$ cat src/rtl/mqf_pkg.sv
package mqf_pkg;
  // Phase of a read-queue switch: strobe -> wait -> load -> idle
  typedef enum logic [1:0] {
    SW_IDLE = 2'd0,
    SW_WAIT = 2'd1,
    SW_LOAD = 2'd2
  } sw_phase_e;
endpackage

$ cat src/rtl/mqf_ptrs.sv
module mqf_ptrs #(
  parameter int NQ    = 8,
  parameter int DEPTH = 16,
  localparam int QW = $clog2(NQ),
  localparam int PW = $clog2(DEPTH)
) (
  input  logic          clk,
  input  logic          rst,
  input  logic          push,
  input  logic [QW-1:0] push_q,
  input  logic          pop,
  input  logic [QW-1:0] pop_q,
  output logic [QW+PW-1:0] wr_slot,
  output logic [QW+PW-1:0] rd_slot,
  output logic          full_w,
  output logic          empty_r
);
  logic [PW:0] wp_a [NQ];
  logic [PW:0] rp_a [NQ];

  // One write and one read pointer per queue, with a wrap bit
  for (genvar g = 0; g < NQ; g++) begin : g_q
    logic [PW:0] wp, rp;
    always_ff @(posedge clk) begin
      if (rst) begin
        wp <= '0;
        rp <= '0;
      end else begin
        if (push && push_q == QW'(g)) wp <= wp + 1'b1;
        if (pop && pop_q == QW'(g))   rp <= rp + 1'b1;
      end
    end
    assign wp_a[g] = wp;
    assign rp_a[g] = rp;
  end

  logic [PW:0] wsel_w, wsel_r, rsel_w, rsel_r;
  assign wsel_w = wp_a[push_q];
  assign wsel_r = rp_a[push_q];
  assign rsel_w = wp_a[pop_q];
  assign rsel_r = rp_a[pop_q];

  assign wr_slot = {push_q, wsel_w[PW-1:0]};
  assign rd_slot = {pop_q, rsel_r[PW-1:0]};
  assign full_w  = (wsel_w ^ wsel_r) == {1'b1, {PW{1'b0}}};
  assign empty_r = (rsel_w == rsel_r);
endmodule

$ cat src/rtl/mqf_store.sv
module mqf_store #(
  parameter int DATA_W = 18,
  parameter int AW     = 7,
  localparam int WORDS = 2 ** AW
) (
  input  logic              clk,
  input  logic              rst,
  input  logic              we,
  input  logic [AW-1:0]     waddr,
  input  logic [DATA_W-1:0] wdata,
  input  logic              re,
  input  logic [AW-1:0]     raddr,
  output logic [DATA_W-1:0] rdata
);
  logic [DATA_W-1:0] mem [WORDS];

  always_ff @(posedge clk) begin
    if (we) mem[waddr] <= wdata;
  end

  // Registered read port with read enable; doubles as the output register
  always_ff @(posedge clk) begin
    if (rst)     rdata <= '0;
    else if (re) rdata <= mem[raddr];
  end
endmodule

$ cat src/rtl/mqf_rdctl.sv
module mqf_rdctl
  import mqf_pkg::*;
#(
  parameter int NQ     = 8,
  parameter int DEV_W  = 2,
  parameter int DEV_ID = 0,
  localparam int QW     = $clog2(NQ),
  localparam int ADDR_W = DEV_W + QW
) (
  input  logic              clk,
  input  logic              rst,
  input  logic              rd_addr_en,
  input  logic [ADDR_W-1:0] rd_addr,
  input  logic              rd_en,
  input  logic              empty_r,
  output logic [QW-1:0]     rq,
  output logic              hit,
  output logic              pop,
  output logic              stale
);
  sw_phase_e phase;
  logic      act;

  // act: the output register is due for an update this edge
  always_comb begin
    act = 1'b0;
    if (hit) begin
      unique case (phase)
        SW_LOAD: act = 1'b1;
        SW_IDLE: act = stale | rd_en;
        default: act = 1'b0;
      endcase
    end
  end

  assign pop = act & ~empty_r;

  always_ff @(posedge clk) begin
    if (rst) begin
      phase <= SW_IDLE;
      rq    <= '0;
      hit   <= (DEV_ID == 0);
      stale <= 1'b1;
    end else begin
      if (act) stale <= empty_r;
      if (rd_addr_en) begin
        rq    <= rd_addr[QW-1:0];
        hit   <= (rd_addr[ADDR_W-1:QW] == DEV_W'(DEV_ID));
        phase <= SW_WAIT;
      end else begin
        unique case (phase)
          SW_WAIT: phase <= SW_LOAD;
          default: phase <= SW_IDLE;
        endcase
      end
    end
  end
endmodule

$ cat src/rtl/mq_fwft_reader.sv
module mq_fwft_reader #(
  parameter int DATA_W = 18,
  parameter int NQ     = 8,
  parameter int DEPTH  = 16,
  parameter int DEV_W  = 2,
  parameter int DEV_ID = 0,
  localparam int QW     = $clog2(NQ),
  localparam int PW     = $clog2(DEPTH),
  localparam int ADDR_W = DEV_W + QW
) (
  input  logic              clk,
  input  logic              rst,
  input  logic              wr_addr_en,
  input  logic [ADDR_W-1:0] wr_addr,
  input  logic              wr_en,
  input  logic [DATA_W-1:0] wr_data,
  input  logic              rd_addr_en,
  input  logic [ADDR_W-1:0] rd_addr,
  input  logic              rd_en,
  output logic [DATA_W-1:0] q_data,
  output logic              q_drive,
  output logic              out_stale
);
  logic [QW-1:0]    wq;
  logic             whit;
  logic [QW-1:0]    rq;
  logic             rhit, pop, stale, push, full_w, empty_r;
  logic [QW+PW-1:0] wr_slot, rd_slot;
  logic [DATA_W-1:0] rdata;

  // Write selection register
  always_ff @(posedge clk) begin
    if (rst) begin
      wq   <= '0;
      whit <= (DEV_ID == 0);
    end else if (wr_addr_en) begin
      wq   <= wr_addr[QW-1:0];
      whit <= (wr_addr[ADDR_W-1:QW] == DEV_W'(DEV_ID));
    end
  end

  assign push = wr_en & whit & ~full_w;

  mqf_ptrs #(.NQ(NQ), .DEPTH(DEPTH)) u_ptrs (
    .clk(clk), .rst(rst),
    .push(push), .push_q(wq),
    .pop(pop), .pop_q(rq),
    .wr_slot(wr_slot), .rd_slot(rd_slot),
    .full_w(full_w), .empty_r(empty_r)
  );

  mqf_store #(.DATA_W(DATA_W), .AW(QW + PW)) u_store (
    .clk(clk), .rst(rst),
    .we(push), .waddr(wr_slot), .wdata(wr_data),
    .re(pop), .raddr(rd_slot), .rdata(rdata)
  );

  mqf_rdctl #(.NQ(NQ), .DEV_W(DEV_W), .DEV_ID(DEV_ID)) u_rdctl (
    .clk(clk), .rst(rst),
    .rd_addr_en(rd_addr_en), .rd_addr(rd_addr), .rd_en(rd_en),
    .empty_r(empty_r),
    .rq(rq), .hit(rhit), .pop(pop), .stale(stale)
  );

  // Released outputs read as zero so shared buses can be OR-combined
  assign q_drive   = rhit;
  assign q_data    = rhit ? rdata : '0;
  assign out_stale = rhit & stale;
endmodule

$ cat config.mk
export PLATFORM = sky130hd
export DESIGN_NAME = mq_fwft_reader
export DESIGN_NICKNAME = d
export VERILOG_FILES = /design/src/rtl/mqf_pkg.sv /design/src/rtl/mqf_ptrs.sv /design/src/rtl/mqf_store.sv /design/src/rtl/mqf_rdctl.sv /design/src/rtl/mq_fwft_reader.sv
export SDC_FILE = /design/constraint.sdc
export NUM_CORES = 2
export LEC_CHECK = 0
export BUFFER_PORTS_ARGS = -buffer_cell sky130_fd_sc_hd__buf_2
export CAP_MARGIN = 15
export CORE_UTILIZATION = 57
export DETAILED_ROUTE_END_ITERATION = 7
export HOLD_SLACK_MARGIN = 0.06
export PLACE_DENSITY_LB_ADDON = 0.05
export SYNTH_ARGS = -nofsm -noshare
export SYNTH_HDL_FRONTEND = slang
export SYNTH_HIERARCHICAL = 1
export SYNTH_SLANG_ARGS = --single-unit
export TNS_END_PERCENT = 50
$ cat constraint.sdc
create_clock -name clk -period 4 [get_ports clk]
set_clock_uncertainty 0.15 [all_clocks]
set_input_delay 0.2 -clock clk [delete_from_list [all_inputs] [get_ports clk]]
set_output_delay 0.2 -clock clk [all_outputs]
set_load 0.02 [all_outputs]
# --- Word-level counts from Yosys, hierarchy flattened ---
# Memory sizes are Yosys's and may differ from the RTL's. A register that Yosys moved wholly into a read port is not among the register bits.
# Index checks and enable logic that the tools add are counted.
# Widths: inputs -> output; s select.
classes:
  reduce_logical: 22
  muxes: 19
  n_eq_ne: 18
  multipliers: 0
  div_mod_pow: 0
  n_lt_le_gt_ge: 2
  bitwise: 10
  shift: 0
  n_addsub: 16
ops:
  columns: ["op", "n"]
  rows:
  - ["$add 5x1->5 const B", 16]
  - ["$bmux 5 s3", 4]
  - ["$mux 5", 8]
  - ["$eq 3x3->1 const B", 8]
  - ["$mux 18", 1]
  - ["$logic_and 1x1->1", 16]
  - ["$eq 3x2->1 const B", 4]
  - ["$ge 4x4->1 const B", 2]
  - ["$not 3->4", 2]
  - ["$eq 3x1->1 const B", 2]
  - ["$logic_not 2->1", 3]
  - ["$logic_not 3->1", 2]
  - ["$eq 5x5->1", 1]
  - ["$eq 5x5->1 const B", 1]
  - ["$xor 5x5->5", 1]
  - ["$and 1x1->1", 4]
  - ["$mux 1", 4]
  - ["$eq 2x1->1 const B", 1]
  - ["$eq 2x2->1 const B", 1]
  - ["$mux 2", 1]
  - ["$not 1->1", 2]
  - ["$pmux 1 s2", 1]
  - ["$reduce_or 2->1", 1]
  - ["$or 1x1->1", 1]
totals:
  ram_bits: 2304
  word_cells: 111
  latch_bits: 0
  reg_bits: 91
  rom_bits: 0
  mem_count: 1
  out_inout_bits: 20
mem_list:
  columns: ["memory", "words", "width", "rd", "rd_ports_with_merged_regs", "wr", "line_no", "rtl"]
  rows:
  - ["u_store.mem", 128, 18, 1, 1, 1, "mqf_store.sv:15", "logic [DATA_W-1:0] mem [WORDS];"]

# --- Longest topological paths before layout ---
logic_depth:
  depth_word: 10
  ltp_mapped: 17

# --- Cells and area by module ---
# Netlist, hierarchy kept.
by_module_without_submodules:
  columns: ["module", "cells_per_inst", "area_each_um2", "seq_area_each_um2", "instances"]
  rows:
  - ["mqf_store", 4122, 89726.1, 69546.7, 1]
  - ["mqf_ptrs", 468, 4753.3, 1601.5, 1]
  - ["mq_fwft_reader", 36, 287.8, 80.1, 1]
  - ["mqf_rdctl", 26, 277.8, 140.1, 1]

# --- Worst setup path after synthesis ---
# Ideal clock, no wire load.
synth_path:
  kind: "register to register"
  from: "register wq[0]"
  to: "memory u_store.mem[98][0], enable pin"
  path_slack_ns: -0.253
  path_stages_with_launch: 11
  n_path_buf: 3
  required_time_ns: 3.434
  arrival_ns: 3.687
  path_cell_list: "dfxtp_1 > buf_6 > buf_8 > mux4_1 > mux2_2 > xnor2_1 > nor4_1 > nor2_1 > clkbuf_1 > nand4_1 > nor3_1"
synth_via:
  elab_chain_cells: 10
  word_cells_on_any_way: 13
  cone_classes: "1 x eq/ne; 8 x mux; 4 x bitwise"
synth_lines:
  columns: ["element", "line_no", "rtl"]
  rows:
  - ["start: declaration", "mq_fwft_reader.sv:24", "logic [QW-1:0] wq;"]
  - ["start signal: assignment", "mq_fwft_reader.sv:37", "wq <= wr_addr[QW-1:0];"]
  - ["$not 3->4 (implied by the code)", "mqf_ptrs.sv:38", "assign wsel_w = wp_a[push_q];"]
  - ["$bmux 5 s3", "mqf_ptrs.sv:38", null]
  - ["$mux 5 (implied by the code) (2 in series)", "mqf_ptrs.sv:38", null]
  - ["named net wr_slot[3]", "mq_fwft_reader.sv:28", "logic [QW+PW-1:0] wr_slot, rd_slot;"]
  - ["$xor 5x5->5", "mqf_ptrs.sv:45", "assign full_w = (wsel_w ^ wsel_r) == {1'b1, {PW{1'b0}}};"]
  - ["$eq 5x5->1", "mqf_ptrs.sv:45", null]
  - ["named net full_w", "mq_fwft_reader.sv:27", "logic rhit, pop, stale, push, full_w, empty_r;"]
  - ["$not 1->1", "mq_fwft_reader.sv:42", "assign push = wr_en & whit & ~full_w;"]
  - ["$and 1x1->1", "mq_fwft_reader.sv:42", null]
  - ["named net push", "mq_fwft_reader.sv:27", null]
  - ["$mux 1", "mqf_store.sv:18", "if (we) mem[waddr] <= wdata;"]
  - ["$mux 1 (implied by the code)", "mqf_store.sv:18", null]
  - ["end: declaration", "mqf_store.sv:15", null]
# The timed path passes the listed nets, and every way through them passes these cells. The select of a mux whose other input is x is not followed.

# --- Worst setup path in the final report ---
layout_path:
  from: "register u_rdctl.rq[2]"
  to: "register u_store.rdata[3] (read register of u_store.mem)"
layout_via:
  elab_chain_cells: 7
  word_cells_on_any_way: 10
  cone_classes: "1 x eq/ne; 6 x mux; 3 x bitwise"
layout_lines:
  columns: ["element", "line_no", "rtl"]
  rows:
  - ["start: declaration", "mqf_rdctl.sv:16", "output logic [QW-1:0] rq,"]
  - ["start signal: assignment", "mqf_rdctl.sv:47", "rq <= rd_addr[QW-1:0];"]
  - ["$not 3->4 (implied by the code) (*)", "mqf_ptrs.sv:41", "assign rsel_r = rp_a[pop_q];"]
  - ["$bmux 5 s3 (*)", "mqf_ptrs.sv:41", null]
  - ["$mux 5 (implied by the code) (*) (2 in series)", "mqf_ptrs.sv:41", null]
  - ["named net rd_slot[0]", "mq_fwft_reader.sv:28", null]
  - ["$eq 5x5->1", "mqf_ptrs.sv:46", "assign empty_r = (rsel_w == rsel_r);"]
  - ["$not 1->1", "mqf_rdctl.sv:36", "assign pop = act & ~empty_r;"]
  - ["$and 1x1->1", "mqf_rdctl.sv:36", null]
  - ["end: declaration", "mqf_store.sv:13", "output logic [DATA_W-1:0] rdata"]
# The timed path passes the listed nets; every way through them passes the cells marked *. The select of a mux whose other input is x is not followed.
# A chain may end at the register's enable or synchronous reset.

==> results.md <==
### Floorplanning
* **die area** 168,000 sq um
* **vertical die dimension** 410 um
* **starting density of the core** 0.575
* **# IOs** 54
* **die width** 410 um
* **FP Rows** 149
* **area of the core region** 165,000 sq um

### Routing
* **final antenna-violating net count** 0
* **Pre-antenna DRT Iters** 8
* **overall routed net length** 266,000 um
* **first-iteration detailed-routing DRC count** 7,570
* **via count** 50,800
* **drt via density** 6.69
* **final routed wire length divided by cell count** 35.1 um
* **number of remaining DRC errors** 6

### Place
* **post-place setup slack** -0.173 ns
* **Port Buf Inserts** 53
* **hpwl dp** 169,000 um
* **number of placed instances, taps included** 7,091
* **routability-driven placement congestion ratio** 0.951
* **area of placed instances** 102,000 sq um

### Yosys
* **synthesized flop and latch total** 2,413
* **Post-synth EDFFs** 2,304
* **cell types with the largest area share after synthesis** edfxtp_1, mux4_2, dfxtp_1
* **Post-synth top flop** edfxtp_1
* **area share of the largest cell type after synthesis** 0.728
* **number of nets produced by synthesis** 4,702
* **post-synthesis cell count** 4,652
* **Warnings, synthesis** 6
* **Async S/R FF share, synth** 0
* **post-synthesis instance area** 95,000 sq um
* **biggest area consumer among synthesized cells** edfxtp_1
* **part of the Yosys area used for sequential elements** 0.751
* **average size of a mapped cell** 20.4 sq um
* **Yosys cell types** 79

### Final layout
* **final non-filler cell total** 7,584
* **share of the core filled with cells** 0.667
* **number of nets in the layout** 5,244
* **multi-input combinational cell area** 22,400 sq um
* **total area of sequential cells** 71,400 sq um
* **most frequent standard cell in the layout excluding fill and tap cells** edfxtp_1
* **signed area change from the synthesized netlist to the final layout** 15.9%
* **fraction of final layout cells sized beyond drive strength 1** 0.297
* **final design instance area without fill** 110,000 sq um
* **commonest cells after routing, fill and taps aside** edfxtp_1, mux4_2, buf_4
* **total of fill cells in the finished design** 10,900

### Global route
* **number of antenna violations at the first check in global routing** 12
* **via count of the first global-routing pass** 48,800
* **GR Layer Usage met3** 0.0710
* **global-route wire length before repair** 375,000 um
* **most heavily used metal layer in global routing** met2
* **pin count of the biggest net entering global routing** 129
* **met2 Track Usage GR** 0.479
* **GRT Util Overall** 0.321
* **met1 layer usage reported by global route** 0.472
* **overflow left after global routing** 0

### STA
* **actual transition at the worst max-transition pin** 1.19 ns
* **worst hold slack after final layout** 0.120 ns
* **normalized max-slew margin** 0.204
* **highest clock rate** 250 MHz
* **post-layout minimum cycle time** 4.00 ns
* **Total Negative Setup Slacks** -0.00199 ns
* **RSZ-0062 raised after global routing** no
* **final critical-path share of the clock period** 1.00
* **count of final max-slew check failures** 0
* **# setup viols final** 1
* **hold violation count in the final report** 0
* **PnR worst setup slack** -0.00199 ns

### Min path
* **class of the worst hold path** in -> reg
* **min-delay src** rst

### Job
* **MaxCap Viol Count** 0

### Power and ir drop
* **static power due to leakage** 34.5 nW
* **Total Power** 54.3 mW
* **PwrDens** 493 nW/um^2
* **Peak VDD IR** 0.000507 V

### Setup path
* **timing startpoint of the critical path** u_rdctl/rq[2]
* **CP Capture Type** flop
* **launch instance of the worst register-to-register path** u_rdctl/rq[2]
* **critical path peak fanout** 45
* **Crit Path Category** reg -> reg
* **data required time of the worst path** 4.60 ns
* **worst endpoint data arrival time** 4.60 ns
* **kind of start point of the critical path** flop

### Clock network
* **root buffer cell** clkbuf_16
* **clock insertion delay at the later pin of the skew report** 0.89 ns
* **register clock-pin slew on the reported worst setup and hold paths** 0.06 ns
* **count of clock tree sinks** 2,413
* **TritonCTS clock tree** built
* **worst-case clock buffer depth** 3
* **number of buffers added by the clock tree synthesis step** 234
* **Max H-tree Level** 4

### Status
* **outcome** finished with violations
* **failing checks** DRC, setup timing

-- report_power, final --
| group | internal [mW] | switching [mW] |
|---|---|---|
| clock network | 12.0 | 9.38 |
| logic | 2.05 | 3.03 |
| registers | 27.7 | 0.103 |
| total | 41.8 | 12.5 |
-- sequential cells by signal, indices dropped and copies added (netlist names) --
register and flops:
u_ptrs/g_q.rp 40, u_ptrs/g_q.wp 40, u_store/mem 2304, u_rdctl/rq 3, u_store/rdata 18, whit 1, wq 3, u_rdctl/phase 2
u_rdctl/stale 1, u_rdctl/hit 1
-- path summary, 6_finish.rpt --
path,end,slack [ns],cells after the start
setup / recovery,u_store/rdata[3],-0.002,11
hold / removal,u_ptrs/g_q[3].wp[0],0.12,3
setup reg to reg,u_store/rdata[3],-0.002,11
hold reg to reg,u_store/rdata[16],0.32,2
-- cell usage after synthesis, types with 23 or more instances --
cell / number
edfxtp_1: 2304
mux4_2: 545
nor2_1: 258
nand2_1: 184
mux2i_1: 181
dfxtp_1: 109
clkbuf_1: 76
o22ai_1: 72
buf_2: 64
buf_6: 62
o21ai_0: 59
a22oi_1: 56
nand3_1: 56
xor2_1: 52
nand4_1: 47
a21oi_1: 38
and2_1: 32
buf_4: 32
nor3_1: 30
mux2_2: 29
nor2b_1: 25
a31oi_1: 24
nand2b_1: 23
-- critical path, cell delays in order, from the launching register on --
cell	delay, ns
dfxtp_4	0.44
mux4_2	0.54
mux2_8	0.43
buf_12	0.20
buf_12	0.20
mux2i_1	0.72
o22ai_1	0.36
a22oi_1	0.29
o2111ai_1	0.13
o211ai_1	0.18
buf_4	0.15
nand3_1	0.06
-- cell type report --
cell class,count,share of cell area
multi-input combinational,1967,0.203
clock buffer,287,0.0558
antenna,4,0.0000908
tap,2189,0.0249
timing repair buffer,574,0.0570
sequential,2413,0.648
clock inverter,146,0.0114
inverter,4,0.000170
-- metal layers --
metal	part of all wire	up-vias
li1	-	20400
met4	0.040	10
met3	0.11	486
met5	0.00026	-
met2	0.46	2966
met1	0.39	26900
-- cells by family after synthesis --
logic type                 Yosys count  share of synthesized area
and+or+nand+nor                    715                     0.0349
adders and majority gates           16                    0.00211
xor gates and xnor gates            74                    0.00682
AOI/OAI and AO/OA                  385                     0.0281
DFF                               2413                      0.751
muxes                              777                      0.158
buffers and inverters              272                     0.0195
-- what timing repair did --
item,in CTS,in global routing
gates cloned,1,0
pin swaps,1,0
setup endpoints to repair,18,46
buffers inserted,1,0
hold buffers,54,0
hold endpoints to repair,1577,0
gates resized for setup,15,10
(Power assumes the default switching activity.)
